===== src/rtl/pwr_idle_pkg.sv =====
package pwr_idle_pkg;

  localparam int MODE_W = 2;

  typedef enum logic [1:0] {
    MS_ACTIVE = 2'd0,
    MS_REQ    = 2'd1,
    MS_GATED  = 2'd2,
    MS_WAKING = 2'd3
  } mgr_state_e;

  localparam logic [MODE_W-1:0] MODE_FORCE = 2'b00;
  localparam logic [MODE_W-1:0] MODE_SMART = 2'b10;

  function automatic logic mode_is_force(input logic [MODE_W-1:0] m);
    return m == MODE_FORCE;
  endfunction

  // No-idle covers both 01 and 11: neither ever answers.
  function automatic logic ack_allowed(input logic [MODE_W-1:0] m,
                                       input logic busy);
    return mode_is_force(m) || ((m == MODE_SMART) && !busy);
  endfunction

endpackage


===== src/rtl/pwr_sync_ff.sv =====
module pwr_sync_ff #(
  parameter int WIDTH  = 2,
  parameter int STAGES = 2
) (
  input  logic             clk,
  input  logic             rst_n,
  input  logic [WIDTH-1:0] d,
  output logic [WIDTH-1:0] q
);

  logic [WIDTH-1:0] stage_q [STAGES];

  for (genvar g = 0; g < STAGES; g++) begin : g_stage
    if (g == 0) begin : g_first
      always_ff @(posedge clk or negedge rst_n) begin
        if (!rst_n) stage_q[g] <= '0;
        else        stage_q[g] <= d;
      end
    end else begin : g_next
      always_ff @(posedge clk or negedge rst_n) begin
        if (!rst_n) stage_q[g] <= '0;
        else        stage_q[g] <= stage_q[g-1];
      end
    end
  end

  assign q = stage_q[STAGES-1];

endmodule


===== src/rtl/pwr_idle_mgr.sv =====
module pwr_idle_mgr
  import pwr_idle_pkg::*;
(
  input  logic clk,
  input  logic rst_n,
  input  logic idle_ok,
  input  logic idle_ack,
  input  logic wake_ack,
  input  logic wake_trig,
  output logic idle_req,
  output logic wake_req,
  output logic clk_on
);

  mgr_state_e state_q, state_d;

  always_comb begin
    state_d = state_q;
    unique case (state_q)
      MS_ACTIVE: if (idle_ok && !idle_ack && !wake_ack) state_d = MS_REQ;
      MS_REQ: begin
        if (idle_ack)      state_d = MS_GATED;
        else if (!idle_ok) state_d = MS_ACTIVE;
      end
      MS_GATED:  if (wake_trig) state_d = MS_WAKING;
      MS_WAKING: if (wake_ack)  state_d = MS_ACTIVE;
      default:   state_d = MS_ACTIVE;
    endcase
  end

  always_ff @(posedge clk or negedge rst_n) begin
    if (!rst_n) state_q <= MS_ACTIVE;
    else        state_q <= state_d;
  end

  assign idle_req = (state_q == MS_REQ) || (state_q == MS_GATED);
  assign wake_req = (state_q == MS_WAKING);
  assign clk_on   = (state_q != MS_GATED);

endmodule


===== src/rtl/pwr_idle_agent.sv =====
module pwr_idle_agent
  import pwr_idle_pkg::*;
(
  input  logic              clk,
  input  logic              rst_n,
  input  logic [MODE_W-1:0] mode,
  input  logic              mod_busy,
  input  logic              idle_req,
  input  logic              wake_req,
  input  logic              lost_clr,
  output logic              idle_ack,
  output logic              wake_ack,
  output logic              lost_flag
);

  logic ack_d;
  logic forced_busy;

  assign ack_d       = idle_req && ack_allowed(mode, mod_busy);
  assign forced_busy = idle_req && !idle_ack && mode_is_force(mode) && mod_busy;

  always_ff @(posedge clk or negedge rst_n) begin
    if (!rst_n) begin
      idle_ack  <= 1'b0;
      wake_ack  <= 1'b0;
      lost_flag <= 1'b0;
    end else begin
      idle_ack <= ack_d;
      wake_ack <= wake_req;
      if (forced_busy)   lost_flag <= 1'b1;
      else if (lost_clr) lost_flag <= 1'b0;
    end
  end

endmodule


===== src/rtl/pwr_idle_hs.sv =====
module pwr_idle_hs
  import pwr_idle_pkg::*;
#(
  parameter int SYNC_STAGES = 2
) (
  input  logic              clk,
  input  logic              rst_n,
  input  logic              idle_ok,
  input  logic [MODE_W-1:0] mode,
  input  logic              mod_busy,
  input  logic              wake_evt,
  input  logic              clk_req,
  input  logic              wake_cap,
  input  logic              fclk_keep,
  input  logic              lost_clr,
  output logic              idle_req,
  output logic              idle_ack,
  output logic              wake_req,
  output logic              wake_ack,
  output logic              iclk_en,
  output logic              fclk_en,
  output logic              lost_flag
);

  localparam int ASYNC_W = 2;

  logic [ASYNC_W-1:0] async_raw;
  logic [ASYNC_W-1:0] async_sync;
  logic               wake_trig;
  logic               clk_on;

  assign async_raw = {clk_req, wake_evt};

  pwr_sync_ff #(.WIDTH(ASYNC_W), .STAGES(SYNC_STAGES)) u_sync (
    .clk   (clk),
    .rst_n (rst_n),
    .d     (async_raw),
    .q     (async_sync)
  );

  assign wake_trig = async_sync[0] || (async_sync[1] && wake_cap);

  pwr_idle_mgr u_mgr (
    .clk       (clk),
    .rst_n     (rst_n),
    .idle_ok   (idle_ok),
    .idle_ack  (idle_ack),
    .wake_ack  (wake_ack),
    .wake_trig (wake_trig),
    .idle_req  (idle_req),
    .wake_req  (wake_req),
    .clk_on    (clk_on)
  );

  pwr_idle_agent u_agent (
    .clk       (clk),
    .rst_n     (rst_n),
    .mode      (mode),
    .mod_busy  (mod_busy),
    .idle_req  (idle_req),
    .wake_req  (wake_req),
    .lost_clr  (lost_clr),
    .idle_ack  (idle_ack),
    .wake_ack  (wake_ack),
    .lost_flag (lost_flag)
  );

  assign iclk_en = clk_on;
  assign fclk_en = clk_on || fclk_keep;

endmodule


===== config.mk =====
export PLATFORM = sky130hd
export DESIGN_NAME = pwr_idle_hs
export DESIGN_NICKNAME = d
export VERILOG_FILES = /design/src/rtl/pwr_idle_pkg.sv /design/src/rtl/pwr_sync_ff.sv /design/src/rtl/pwr_idle_mgr.sv /design/src/rtl/pwr_idle_agent.sv /design/src/rtl/pwr_idle_hs.sv
export SDC_FILE = /design/constraint.sdc
export NUM_CORES = 1
export LEC_CHECK = 0
export BUFFER_PORTS_ARGS = -buffer_cell sky130_fd_sc_hd__buf_2
export CORE_MARGIN = 2
export CORE_UTILIZATION = 30
export CTS_CLUSTER_DIAMETER = 40
export DETAILED_ROUTE_END_ITERATION = 6
export PLACE_DENSITY = 0.66
export SLEW_MARGIN = 20
export SYNTH_ARGS = -nofsm -noshare
export SYNTH_HDL_FRONTEND = slang
export SYNTH_SLANG_ARGS = --single-unit
export TNS_END_PERCENT = 100

===== constraint.sdc =====
create_clock -name clk -period 2.4 [get_ports clk]
set_input_delay 0.48 -clock clk [delete_from_list [all_inputs] [get_ports clk]]
set_output_delay 0.48 -clock clk [all_outputs]
set_load 0.02 [all_outputs]

==> out/results.ini <==
[cts]
clock_root_buffer=sky130_fd_sc_hd__clkbuf_4
cts_repair_resizes=0
htree_num_levels=1
cts_tree=done
postCtsSetupBuffers=0
worst_skew_late_latency_ns=0.26
clock_tree.buffer_depth=2
cts.reportedPaths.clkPinSlew_ns=0.06
cts_num_sinks=9
cts_made_buffers=3
ctsHoldBuffers=0

[finish]
synthToLayoutAreaGrowth_pct=31.7
post_layout_net_count=72
most_common_cell_after_layout_fill_and_taps_aside=sky130_fd_sc_hd__buf_2
fillCellCount=149
mostFrequentLayoutCells=sky130_fd_sc_hd__buf_2 (17), sky130_fd_sc_hd__dfrtp_1 (9), sky130_fd_sc_hd__inv_1 (6), sky130_fd_sc_hd__ha_1 (4)
finish.cell_count_without_fillers=71
final_layout_size_suffix_gt1_share_pct=42.9
antenna-diode-count=0

[setup_path]
r2r-end=u_mgr.state_q[0]$_DFFE_PN0P_
critical_path_required_ns=1.92
timing.reg2reg.worst_path_depth=6
rr_startpoint=u_mgr.state_q[0]$_DFFE_PN0P_
startpoint=u_mgr.state_q[0]$_DFFE_PN0P_
critPathLaunchType=flip-flop
critPathKind=reg -> out
worstPathArrival_ns=1.21
end_kind=primary output
reg2reg_slack_ns=0.97
setup.worst_path.end=idle_req
crit_fanout=4

[sta]
crit_path_setup_slack_layout_ns=0.711
period_share_pct=70.4
fin_setup_tns_ns=0
timing_worst_slew_pin_value_ns=0.332
relative_slew_slack_pct=77.7
finalClockSkew_ns=0.00358
final-setup-viol-count=0
rsz0062_at_grt=false
max_freq_mhz=592
final-max-slew-violation-count=0
final.min_clock_period_ns=1.69
finalHoldViolations=0
hold-worst-slack_ns=0.0596

[global_route]
track_usage_pct=11.7
gr-total-overflow=0
grt_first_pass_wirelength_mm=1.26
grt_antenna_before_repair=0
grt_start_max_net_pins=10
first_global_vias=332

[yosys]
synth.lib_cells_used.distinct=15
synth_adder_area_share_pct=12.1
syn-instance-count=35
postSynthNetCount=50
synthSimpleGateAreaFrac_pct=13.3
synth_top_family_by_area=simple AND/OR/NAND/NOR gates
synth.mux.area_fraction_pct=2.42
synthXorXnorAreaFrac_pct=0
synth-compound-area-share_pct=12.4
sequential_to_total_area_share_from_yosys_stat_pct=54.4
ys_ff_latch=9
synth.cell_area_um2=414
avgSynthCellArea_um2=11.8
count_of_synthesis_stage_warnings_from_yosys=0

[power_and_ir_drop]
power_per_cell_area_nw_per_um2=1150
vdd_ir_drop_max_mv=0.541
p_leak_nw=0.276
report.power.total_mw=0.629

[status]
status=finished, final reports clean

[routing]
vias=313
final_antenna_net_count=0
drt_iter0_drc=5
detail_route.drc_violations=0
wl_per_cell_um=9.79
viasPerCell=4.41
wl_um=695
first_pass_iteration_count_of_the_detailed_router=2

[placement]
io_buffers=17
globalplace.congestion=0.669
pre_cts_ws_ns=0.950
placedCellCount=67

[floorplan]
i_o_pin_count=18
core.rowCount=13
initial_utilization_pct=31.8
dieHeight_um=41.2
dieWidth_um=41.2
placeableCoreArea_um2=1300
fp.dieArea_um2=1690

[min_path]
tightest_hold_check_type=in -> async

[flow_run]
max_cap_violations=0

area by class of cell:
| type | instances | area (um2) | area share (%) |
|---|---|---|---|
| multi-input combinational | 20 | 166 | 30.5 |
| sequential | 9 | 225 | 41.3 |
| tap | 15 | 18.8 | 3.44 |
| timing repair buffer | 17 | 85.1 | 15.6 |
| clock inverter | 1 | 5.00 | 0.917 |
| clock buffer | 3 | 22.5 | 4.13 |
| inverter | 6 | 22.5 | 4.13 |
layer usage:
layer,vias to the layer above,GRT usage (%),part of all wire [%]
li1,157,-,-
met1,142,13.4,42
met2,14,19.1,48
met3,0,3.26,9.8
met4,0,7.26,0
met5,-,0,0
through the flow:
step / util, % / area, um2
CTS: 41.9 / 546
finish: 41.9 / 546
global route: 41.9 / 546
detailed placement: 39.8 / 518
global placement: 39.8 / 518
floorplan: - / 414
cell families (layout without fill, tap and decap cells):
| family | after synthesis | count (layout) |
|---|---|---|
| compound gates | 7 | 7 |
| fa+ha+maj | 4 | 4 |
| buf+inv | 6 | 27 |
| flops | 9 | 9 |
| mux | 1 | 1 |
| simple gates | 8 | 8 |
synth_stat cells:
library cell / number / share of area, %
sky130_fd_sc_hd__a21oi_1: 1 / 1.2
sky130_fd_sc_hd__nor3_2: 1 / 2.4
sky130_fd_sc_hd__nor3_1: 1 / 1.2
sky130_fd_sc_hd__a211oi_1: 1 / 1.8
sky130_fd_sc_hd__o21ai_0: 3 / 3.6
sky130_fd_sc_hd__nand3b_1: 1 / 1.8
sky130_fd_sc_hd__nor3b_2: 1 / 3.0
sky130_fd_sc_hd__nand2_1: 2 / 1.8
sky130_fd_sc_hd__o31a_1: 1 / 2.1
sky130_fd_sc_hd__mux2i_1: 1 / 2.4
sky130_fd_sc_hd__inv_1: 6 / 5.4
sky130_fd_sc_hd__dfrtp_1: 9 / 54
sky130_fd_sc_hd__nand2b_1: 2 / 3.0
sky130_fd_sc_hd__o221ai_2: 1 / 3.6
sky130_fd_sc_hd__ha_1: 4 / 12
critical path, cell delays in order, from the launching register on:
cell and delay [ns]:
sky130_fd_sc_hd__dfrtp_1 0.40, sky130_fd_sc_hd__inv_1 0.13, sky130_fd_sc_hd__ha_1 0.26, sky130_fd_sc_hd__buf_2 0.16
worst min-delay path by stage:
stage	from	end	slack [ns]	depth (start not counted)
after floorplan	rst_n	async pin	0.18	0
after global placement	u_sync.stage_q[3]$_DFF_PN0_	u_sync.q[1]$_DFF_PN0_	0.33	0
after detailed placement	u_sync.stage_q[3]$_DFF_PN0_	u_sync.q[1]$_DFF_PN0_	0.33	0
after CTS	rst_n	u_mgr.state_q[0]$_DFFE_PN0P_	0.06	1
after global routing	rst_n	u_agent.wake_ack$_DFF_PN0_	0.06	1
final	rst_n	u_mgr.state_q[0]$_DFFE_PN0P_	0.06	1
report_power, final:
part	total, mW	switching [mW]	internal [mW]	leakage [nW]
Sequential	0.218	0.0304	0.187	0.113
Combinational	0.298	0.174	0.123	0.146
Clock	0.113	0.0519	0.0613	0.0177
Total	0.629	0.257	0.372	0.276
Power figures use the tool's default switching activity.
